<file path="config.mk">
export PLATFORM = sky130hd
export DESIGN_NAME = cbx_bit_unit
export DESIGN_NICKNAME = d
export VERILOG_FILES = /design/src/rtl/cbx_pkg.sv /design/src/rtl/cbx_decode.sv /design/src/rtl/cbx_shift.sv /design/src/rtl/cbx_bitop.sv /design/src/rtl/cbx_bit_unit.sv
export SDC_FILE = /design/constraint.sdc
export NUM_CORES = 1
export LEC_CHECK = 0
export BUFFER_PORTS_ARGS = -buffer_cell sky130_fd_sc_hd__buf_4
export CORE_UTILIZATION = 53
export CTS_CLUSTER_SIZE = 28
export DETAILED_ROUTE_END_ITERATION = 7
export PLACE_DENSITY = 0.8
export SLEW_MARGIN = 20
export SYNTH_ARGS = -nofsm -noshare
export SYNTH_HDL_FRONTEND = slang
export SYNTH_SLANG_ARGS = --single-unit
</file>
<file path="constraint.sdc">
create_clock -name clk -period 3.5 [get_ports clk]
set_input_delay 0.525 -clock clk [delete_from_list [all_inputs] [get_ports clk]]
set_output_delay 0.525 -clock clk [all_outputs]
set_load 0.01 [all_outputs]
</file>
<file path="src/rtl/cbx_pkg.sv">
// Shared types and constants of the bit-manipulation execution unit.
// Assumes an 8-bit data path and the conventional flag byte layout.
package cbx_pkg;

    localparam int DATA_W = 8;
    localparam int SEL_W  = 3;

    // Flag byte bit positions; the sequencer decodes them at these places
    localparam int FLG_S  = 7;
    localparam int FLG_Z  = 6;
    localparam int FLG_Y  = 5;
    localparam int FLG_H  = 4;
    localparam int FLG_X  = 3;
    localparam int FLG_PV = 2;
    localparam int FLG_N  = 1;
    localparam int FLG_C  = 0;

    localparam logic [SEL_W-1:0] TGT_MEM = 3'd6;

    typedef enum logic [1:0] {
        CLS_SHIFT = 2'b00,
        CLS_TEST  = 2'b01,
        CLS_CLEAR = 2'b10,
        CLS_SET   = 2'b11
    } cbx_class_e;

    typedef enum logic [SEL_W-1:0] {
        SH_ROLC = 3'd0,
        SH_RORC = 3'd1,
        SH_ROLT = 3'd2,
        SH_RORT = 3'd3,
        SH_SHLZ = 3'd4,
        SH_SHRA = 3'd5,
        SH_SHLO = 3'd6,
        SH_SHRZ = 3'd7
    } cbx_shift_e;

    typedef struct packed {
        cbx_class_e       cls;
        logic [SEL_W-1:0] sel;
        logic [SEL_W-1:0] tgt;
        logic             is_mem;
    } cbx_dec_t;

endpackage

</file>
<file path="src/rtl/cbx_decode.sv">
// Opcode decoder: splits the second opcode byte into class, selector and
// operand code, and looks up the T-state count in a 256-entry table that is
// built by generate. Purely combinational.
module cbx_decode
    import cbx_pkg::*;
#(
    parameter int               CYC_W       = 5,
    parameter logic [CYC_W-1:0] CYC_REG     = CYC_W'(8),
    parameter logic [CYC_W-1:0] CYC_BIT_MEM = CYC_W'(12),
    parameter logic [CYC_W-1:0] CYC_MEM     = CYC_W'(15)
) (
    input  logic [DATA_W-1:0] op_byte,
    output cbx_dec_t          dec,
    output logic [CYC_W-1:0]  cyc
);

    localparam int N_OPS = 1 << DATA_W;

    logic [CYC_W-1:0] cyc_tab [N_OPS];

    // Field split of the opcode byte
    always_comb begin
        dec.cls    = cbx_class_e'(op_byte[7:6]);
        dec.sel    = op_byte[5:3];
        dec.tgt    = op_byte[2:0];
        dec.is_mem = (op_byte[2:0] == TGT_MEM);
    end

    // One table entry per opcode value, computed from the opcode's own fields
    for (genvar g = 0; g < N_OPS; g++) begin : g_cyc
        localparam logic [DATA_W-1:0] OPC = DATA_W'(g);
        localparam bit OPC_MEM  = (OPC[2:0] == TGT_MEM);
        localparam bit OPC_TEST = (OPC[7:6] == 2'b01);
        assign cyc_tab[g] = !OPC_MEM ? CYC_REG : (OPC_TEST ? CYC_BIT_MEM : CYC_MEM);
    end

    // Table lookup
    assign cyc = cyc_tab[op_byte];

endmodule

</file>
<file path="src/rtl/cbx_shift.sv">
// Shift/rotate datapath: applies one of eight shift kinds to the operand and
// builds the full flag byte from the result. Assumes the incoming carry is
// flag bit 0. Purely combinational.
module cbx_shift
    import cbx_pkg::*;
(
    input  logic [DATA_W-1:0] a,
    input  logic              cin,
    input  cbx_shift_e        kind,
    output logic [DATA_W-1:0] res,
    output logic [DATA_W-1:0] flags
);

    logic cout;

    // Shift kind selection; cout is the bit that leaves the byte
    always_comb begin
        res  = a;
        cout = 1'b0;
        unique case (kind)
            SH_ROLC: begin res = {a[6:0], a[7]}; cout = a[7]; end
            SH_RORC: begin res = {a[0], a[7:1]}; cout = a[0]; end
            SH_ROLT: begin res = {a[6:0], cin};  cout = a[7]; end
            SH_RORT: begin res = {cin, a[7:1]};  cout = a[0]; end
            SH_SHLZ: begin res = {a[6:0], 1'b0}; cout = a[7]; end
            SH_SHRA: begin res = {a[7], a[7:1]}; cout = a[0]; end
            SH_SHLO: begin res = {a[6:0], 1'b1}; cout = a[7]; end
            SH_SHRZ: begin res = {1'b0, a[7:1]}; cout = a[0]; end
            default: begin res = a;              cout = cin;  end
        endcase
    end

    // Flag byte derived from the shifted result
    always_comb begin
        flags         = '0;
        flags[FLG_S]  = res[7];
        flags[FLG_Z]  = (res == '0);
        flags[FLG_Y]  = res[5];
        flags[FLG_H]  = 1'b0;
        flags[FLG_X]  = res[3];
        flags[FLG_PV] = ~^res;
        flags[FLG_N]  = 1'b0;
        flags[FLG_C]  = cout;
    end

endmodule

</file>
<file path="src/rtl/cbx_bitop.sv">
// Single-bit datapath for the test, clear and set classes. Builds a one-hot
// mask from the bit number and returns result and flags for the class given.
// Assumes it is only consulted for those three classes. Purely combinational.
module cbx_bitop
    import cbx_pkg::*;
(
    input  logic [DATA_W-1:0] a,
    input  logic [DATA_W-1:0] flags_in,
    input  cbx_class_e        cls,
    input  logic [SEL_W-1:0]  bitn,
    output logic [DATA_W-1:0] res,
    output logic [DATA_W-1:0] flags
);

    logic [DATA_W-1:0] mask;
    logic              zero_bit;

    // One-hot mask, one comparator per bit position
    for (genvar g = 0; g < DATA_W; g++) begin : g_mask
        assign mask[g] = (bitn == SEL_W'(g));
    end

    // Tested bit reads as zero
    assign zero_bit = ((a & mask) == '0);

    // Result per class; the test class leaves the operand as it is
    always_comb begin
        unique case (cls)
            CLS_CLEAR: res = a & ~mask;
            CLS_SET:   res = a | mask;
            default:   res = a;
        endcase
    end

    // Flags: test class rebuilds them, clear and set pass them through
    always_comb begin
        flags = flags_in;
        if (cls == CLS_TEST) begin
            flags[FLG_S]  = mask[7] & ~zero_bit;
            flags[FLG_Z]  = zero_bit;
            flags[FLG_Y]  = mask[5] & ~zero_bit;
            flags[FLG_H]  = 1'b1;
            flags[FLG_X]  = mask[3] & ~zero_bit;
            flags[FLG_PV] = zero_bit;
            flags[FLG_N]  = 1'b0;
            flags[FLG_C]  = flags_in[FLG_C];
        end
    end

endmodule

</file>
<file path="src/rtl/cbx_bit_unit.sv">
// Top of the bit-manipulation execution unit. Decodes the opcode byte, runs
// the shift and single-bit datapaths in parallel, picks one by class and
// registers every output once per valid input. Assumes the sequencer has
// already fetched the operand (including the memory byte for code 6).
module cbx_bit_unit
    import cbx_pkg::*;
#(
    parameter int               CYC_W       = 5,
    parameter logic [CYC_W-1:0] CYC_REG     = CYC_W'(8),
    parameter logic [CYC_W-1:0] CYC_BIT_MEM = CYC_W'(12),
    parameter logic [CYC_W-1:0] CYC_MEM     = CYC_W'(15)
) (
    input  logic             clk,
    input  logic             rst_n,
    input  logic             in_valid,
    input  logic [7:0]       op_byte,
    input  logic [7:0]       operand,
    input  logic [7:0]       flags_in,
    output logic             out_valid,
    output logic [7:0]       result,
    output logic [7:0]       flags_out,
    output logic             wb_en,
    output logic [2:0]       target_sel,
    output logic             mem_read,
    output logic             mem_write,
    output logic [CYC_W-1:0] cycles
);

    cbx_dec_t          dec;
    logic [CYC_W-1:0]  nxt_cyc;
    logic [DATA_W-1:0] sh_res, sh_flg;
    logic [DATA_W-1:0] bo_res, bo_flg;
    logic [DATA_W-1:0] nxt_res, nxt_flg;
    logic              nxt_wb, nxt_mwr;

    cbx_decode #(
        .CYC_W       (CYC_W),
        .CYC_REG     (CYC_REG),
        .CYC_BIT_MEM (CYC_BIT_MEM),
        .CYC_MEM     (CYC_MEM)
    ) u_decode (
        .op_byte (op_byte),
        .dec     (dec),
        .cyc     (nxt_cyc)
    );

    cbx_shift u_shift (
        .a     (operand),
        .cin   (flags_in[FLG_C]),
        .kind  (cbx_shift_e'(dec.sel)),
        .res   (sh_res),
        .flags (sh_flg)
    );

    cbx_bitop u_bitop (
        .a        (operand),
        .flags_in (flags_in),
        .cls      (dec.cls),
        .bitn     (dec.sel),
        .res      (bo_res),
        .flags    (bo_flg)
    );

    // Class select and write-back decisions
    always_comb begin
        nxt_res = (dec.cls == CLS_SHIFT) ? sh_res : bo_res;
        nxt_flg = (dec.cls == CLS_SHIFT) ? sh_flg : bo_flg;
        nxt_wb  = (dec.cls != CLS_TEST);
        nxt_mwr = dec.is_mem && nxt_wb;
    end

    // Output registers, loaded only on a valid input
    always_ff @(posedge clk) begin
        if (!rst_n) begin
            out_valid  <= 1'b0;
            result     <= '0;
            flags_out  <= '0;
            wb_en      <= 1'b0;
            target_sel <= '0;
            mem_read   <= 1'b0;
            mem_write  <= 1'b0;
            cycles     <= '0;
        end else begin
            out_valid <= in_valid;
            if (in_valid) begin
                result     <= nxt_res;
                flags_out  <= nxt_flg;
                wb_en      <= nxt_wb;
                target_sel <= dec.tgt;
                mem_read   <= dec.is_mem;
                mem_write  <= nxt_mwr;
                cycles     <= nxt_cyc;
            end
        end
    end

endmodule

</file>
==> flow_summary_export.csv, run 1 <==
group,metric,value,unit
run_status,outcome,"completed",
clocking,cts_buffers,3,
clocking,cts_tree,"done",
place,dp.final_hpwl,2.71,mm
timing,final-setup-viol-count,0,
cells_and_area,multi_input_area,935,sq um
clocking,clock_latency,0.32,ns
critical_path,r2r_cells,3,
clocking,cts_resized,0,
min_path,hp-class,"input pin to flop",
critical_path,end_kind,"flop",
synthesis,synth_cell_types,40,
synthesis,yosysWarnings,0,
cells_and_area,final_core_util,0.691,
timing,rsz0062_at_grt,"no",
die,die_area,0.00315,sq mm
die,coreArea,0.00276,sq mm
cells_and_area,regArea,500,sq um
grt,overflow,0,
route,drt-pass1-iter-count,4,
clocking,cts_hold_buf,0,
critical_path,cp_num_buf_inv,1,
critical_path,path_cells,"buf_4 -> nand2b_1 -> o21ai_1 -> a31oi_1 -> ha_1 -> nand3_1 -> nor4b_1 -> a21oi_1 -> a31oi_1",
synthesis,syn_inst,190,
critical_path,startpoint,"op_byte[3]",
timing,fin_crit_sh,0.546,
cells_and_area,drive_above_1_share,0.264,
synthesis,synth_top_cells_by_area,"dfxtp_1, mux2i_1, o21ai_0",
synthesis,yosys-top-cells-count,"dfxtp_1, o21ai_0, nand2b_1, a21oi_1, mux2i_1",
route,ant_nets,0,
synthesis,avgSynthCellArea,8.18,sq um
die,io_pins,55,
critical_path,cp.depth,9,
clocking,clk_pin_slew_worst_paths,0.15,ns
synthesis,synth_top_cell_area_share,0.322,
critical_path,critical_path_class,"input pin to flop",
die,start_util,0.564,
synthesis,async_flop_share,0,
route,wl_per_cell,15.0,um
critical_path,critPathSlowestCell,"nor4b_1",
timing,maxSlewViolCount,0,
critical_path,slowest_delay,0.38,ns
grt,antenna_found_initial,0,
critical_path,r2r_slack,2.54,ns
route,wl,3.87,mm
route,route.detailed.drc,0,
die,rows,19,
synthesis,synthFlopType,"dfxtp_1",
clocking,cts_max_level,1,
route,vias,1520,
grt,grt_pass1_wl,6.54,mm
synthesis,synth.most_common_cell,"dfxtp_1",
power_and_ir_drop,leakage,0.000804,uW
cells_and_area,fill_cells,234,
synthesis,ys_seq_area_frac,0.322,
cells_and_area,n_antenna_cell,0,
synthesis,synth_fp_nets,221,
synthesis,synth_top_area_cell,"dfxtp_1",
grt,grt_max_degree,39,
clocking,cts.sinks,25,
die,die_width,56.2,um
power_and_ir_drop,total_power,638,uW
critical_path,cp.required,3.76,ns
critical_path,cp_max_fo,28,
grt,grt_pass1_vias,1430,
route,first_iter_violations,61,
place,routabilityCongestion,0.889,
critical_path,rr_startpoint,"flags_out[5]",
synthesis,yosys_register_bits,25,
die,die_h,56.2,um
place,io_buffers,53,
critical_path,arrival,2.17,ns
critical_path,startpoint_type,"input pin",
synthesis,synth_edf_count,0,
flow_run,maxCapViolCount,0,
cells_and_area,layout.nets,259,
clocking,root_buffer,"clkbuf_4",
timing,hold_viol_final,0,
clocking,clock_path_buffers,2,
grt,track_usage,0.257,
clocking,cts_setup_buffers,0,
timing,finClkSkew,0,ns
synthesis,syn_area,0.00155,sq mm
critical_path,cp_top_family,"simple AND/OR/NAND/NOR gates",
route,vias_per_cell,5.89,
power_and_ir_drop,pwr_density_cell,335,mW/mm^2
cells_and_area,area_growth,22.6,%
timing,fin_setup_tns,0,ns
critical_path,rr_endpoint,"flags_out[5]",
timing,min_period,1.91,ns
timing,fmax,0.523,GHz
critical_path,cpMostUsedCell,"a31oi_1",
power_and_ir_drop,ir_drop,0.311,mV
critical_path,setup.worst_path.end,"flags_out[6]",
-- final cells by class --
cell class / instances / share of cell area
multi-input combinational: 144 / 0.490
sequential: 25 / 0.263
timing repair buffer: 53 / 0.209
tap: 31 / 0.0204
clock buffer: 3 / 0.0118
clock inverter: 1 / 0.00394
inverter: 1 / 0.00197
-- how the worst min path moves through the flow --
stage                startpoint            to  slack [ns]  cells after the start
finish              flags_in[3]  flags_out[3]        0.45                      3
global route        flags_in[4]  flags_out[4]        0.47                      3
CTS                 flags_in[3]  flags_out[3]        0.45                      3
detailed placement    cycles[3]     cycles[3]        0.44                      1
global placement      cycles[3]     cycles[3]        0.44                      1
floorplan             cycles[3]     cycles[3]        0.50                      1
-- cells by family (layout without fill, tap and decap cells) --
family                     after synthesis  in the layout  synth area share
and+or+nand+nor                         57             57             0.196
other                                    1              1           0.00241
adders and majority gates                4              4            0.0322
buffers and inverters                   21             58            0.0765
DFF                                     25             25             0.322
xor gates and xnor gates                 3              3            0.0169
AOI/OAI and AO/OA                       68             68             0.283
muxes                                   11             11            0.0709
-- sequential cells by signal, indices dropped and copies added, names as in the netlist --
name        flops
result          8
mem_write       1
target_sel      3
out_valid       1
wb_en           1
flags_out       8
cycles          3
-- layer usage --
layer | vias up | track usage | wire length (um)
li1 | 756 | - | -
met1 | 696 | 0.339 | 1710
met2 | 66 | 0.451 | 1880
met3 | 2 | 0.0326 | 275
met4 | 0 | 0.0488 | 9
met5 | - | 0 | 0
-- per-stage QoR --
step	hold slack (ns)	setup WS, ns	instance area [sq um]	cells
floorplan	0.495	1.48	1550	190
global placement	0.443	1.38	1880	254
detailed placement	0.444	1.32	1880	254
CTS	0.450	1.61	1910	258
global route	0.469	1.40	1910	258
finish	0.451	1.59	1910	258
-- worst reg2reg max path, cell delays in order, from the launching register on --
cell and delay [ns]:
dfxtp_1 0.35, o21ai_0 0.09, or3_1 0.33, o22ai_1 0.14
-- report_power, final --
group,internal (uW),leakage [uW],switching (uW),total [uW]
combinational,91.1,0.000583,95.9,187
clock,43.7,0.0000139,95.2,139
sequential,303,0.000207,8.75,312
-- layout by cell type, fill, tap and decap left out, types with 2 or more instances in the layout --
cell type  count
o21a_1         4
ha_1           4
o31ai_1        3
a21boi_1       2
nor3_1         3
a21boi_0       4
a211oi_1       2
o21ai_1        2
buf_4         53
o21ai_0       19
nand2_1       10
a21o_1         2
nand2b_1      12
dfxtp_1       25
nor2b_1        8
a21oi_1       11
mux2i_1       11
a31oi_1        6
nand3_1        6
or3_1          2
xnor2_1        3
clkbuf_4       3
a41oi_1        4
o31a_1         4
nor2_1        10
Note: power is estimated with default switching activity, not from simulation.
==> run 2, diff against run 1 <==
--- a/config.mk
+++ b/config.mk
@@ -6,10 +6,10 @@
 export NUM_CORES = 1
 export LEC_CHECK = 0
 export BUFFER_PORTS_ARGS = -buffer_cell sky130_fd_sc_hd__buf_4
-export CORE_UTILIZATION = 53
+export CORE_UTILIZATION = 45
 export CTS_CLUSTER_SIZE = 28
 export DETAILED_ROUTE_END_ITERATION = 7
-export PLACE_DENSITY = 0.8
+export PLACE_DENSITY = 0.72
 export SLEW_MARGIN = 20
 export SYNTH_ARGS = -nofsm -noshare
 export SYNTH_HDL_FRONTEND = slang
==> constraint.sdc (replaced) <==
create_clock -name clk -period 1.6 [get_ports clk]
set_input_delay 0.24 -clock clk [delete_from_list [all_inputs] [get_ports clk]]
set_output_delay 0.24 -clock clk [all_outputs]
set_load 0.01 [all_outputs]
==> run 2 against run 1 <==
Net effect: sequential power increased by 120%; final area increased by 14%; global-route usage increased by 0.59 points; power increased by 130%; clock skew unchanged; register-to-register slack got worse by 1.9 ns; clock power increased by 120%; hold slack got worse by 0.29 ns; highest routed layer unchanged.
==> flow_summary_export.csv, run 2 (synthesized netlist as in run 1, its figures left out) <==
group,metric,value,unit
run_status,outcome,"completed",
cells_and_area,area_growth,40.3,%
clocking,cts_max_level,1,
min_path,whs_endpoint,"flags_out[3]",
clocking,cts_hold_buf,0,
power_and_ir_drop,ir_drop,0.379,mV
critical_path,end_kind,"flop",
grt,overflow,0,
grt,grt_max_degree,39,
grt,track_usage,0.263,
clocking,cts_setup_buffers,0,
critical_path,cp_top_family,"compound AO/OA/AOI/OAI gates",
critical_path,r2r_slack,0.62,ns
timing,postLayoutSetupSlackWorst,0.129,ns
clocking,cts_buffers,3,
timing,fin_setup_tns,0,ns
place,routabilityCongestion,0.904,
route,wl_per_cell,14.8,um
clocking,clk_pin_slew_worst_paths,0.15,ns
clocking,root_buffer,"clkbuf_4",
grt,grt_pass1_wl,7.18,mm
grt,grt_pass1_vias,1640,
clocking,cts_resized,0,
min_path,holdPathStages,3,
route,dr_wl_met3,211,um
route,drt-pass1-iter-count,4,
cells_and_area,top_regs,"flags_out x8, result x8",
critical_path,critPathSlowestCell,"o31a_1",
cells_and_area,final_cell_mix,"buf_4, dfxtp_1, o21ai_0",
place,dp.final_hpwl,3.45,mm
die,start_util,0.493,
timing,finClkSkew,0,ns
cells_and_area,final_cell_count_no_fill,300,
critical_path,cp_num_buf_inv,1,
critical_path,cp.required,1.87,ns
route,wl_met2,2.24,mm
critical_path,rr_endpoint,"flags_out[5]",
flow_run,maxCapViolCount,0,
route,first_iter_violations,36,
place,io_buffers,53,
place,pre_cts_ws,-0.234,ns
timing,fin_crit_sh,0.919,
route,wl_met1,1.95,mm
route,route.detailed.drc,0,
cells_and_area,stdcell_area,0.00218,sq mm
critical_path,slowest_delay,0.31,ns
power_and_ir_drop,pwr_density_cell,679,mW/mm^2
critical_path,startpoint_type,"input pin",
critical_path,cpMostUsedCell,"xnor2_1",
critical_path,cp_max_fo,6,
die,rows,20,
critical_path,path_cells,"buf_4 -> nand2b_4 -> nor2_1 -> o31a_1 -> ha_1 -> xnor2_1 -> xnor2_1 -> a22oi_1 -> a31oi_1",
critical_path,rr_startpoint,"flags_out[5]",
power_and_ir_drop,total_power,1480,uW
timing,hold_viol_final,0,
clocking,cts.sinks,25,
cells_and_area,n_antenna_cell,0,
die,die_h,60.8,um
grt,antenna_found_initial,0,
die,die_area,0.00369,sq mm
cells_and_area,drive_above_1_share,0.367,
clocking,cts_tree,"done",
timing,final-setup-viol-count,0,
route,wl,4.45,mm
cells_and_area,layout_commonest_cell,"buf_4",
place,place_area,0.00215,sq mm
critical_path,r2r_cells,3,
clocking,clock_path_buffers,2,
place,dp.cells,296,
route,ant_nets,0,
route,vias,1669,
timing,fmax,0.680,GHz
timing,rsz0062_at_grt,"no",
route,dr.max_layer_used,"met4",
die,coreArea,0.00315,sq mm
min_path,hp-class,"input pin to flop",
route,vias_per_cell,5.56,
die,die_width,60.8,um
power_and_ir_drop,leakage,0.000957,uW
timing,maxSlewViolCount,0,
clocking,clock_latency,0.33,ns
die,io_pins,55,
critical_path,critical_path_class,"input pin to flop",
min_path,hold_start,"flags_in[3]",
cells_and_area,layout.nets,288,
timing,min_period,1.47,ns
critical_path,arrival,1.74,ns
-- run 2: worst reg2reg max path, stage by stage (launching register included) --
cell     delay, ns
dfxtp_1       0.37
o21ai_0       0.09
or3_1         0.32
o22ai_1       0.14
-- run 2: area by class of cell --
class | count | area (sq um)
Clock buffer | 3 | 22.5
Timing Repair Buffer | 82 | 616
Fill cell | 275 | 973
Multi-Input combinational cell | 144 | 972
Inverter | 1 | 6.26
Clock inverter | 1 | 7.51
Sequential cell | 25 | 500
Tap cell | 44 | 55.1
-- run 2: how the worst max path moves through the flow --
stage | from | to | slack, ns | depth (start not counted)
finish | op_byte[5] | flags_out[2] | 0.13 | 9
global route | op_byte[4] | flags_out[2] | 0.02 | 9
CTS | op_byte[5] | flags_out[2] | 0.13 | 9
detailed placement | op_byte[5] | flags_out[2] | -0.23 | 9
global placement | op_byte[5] | flags_out[2] | -0.15 | 9
floorplan | op_byte[4] | flags_out[2] | -0.03 | 9
-- run 2: through the flow --
step                      hold WS, ns  utilization
after floorplan                 0.378            -
after global placement          0.443        0.682
after detailed placement        0.456        0.682
after CTS                       0.161        0.691
after global routing            0.155        0.691
final                           0.165        0.691
-- run 2: where the power goes --
group,internal [uW],leakage (uW),switching [uW],total (uW)
clock,95.9,0.0000139,214,310
sequential,664,0.000207,21.1,685
combinational,253,0.000737,233,486
-- run 2: per-layer routing --
layer  vias up  track usage
li1        819            -
met2        55        0.493
met1       785        0.303
met5         -            0
met3        10       0.0512
met4         0       0.0682
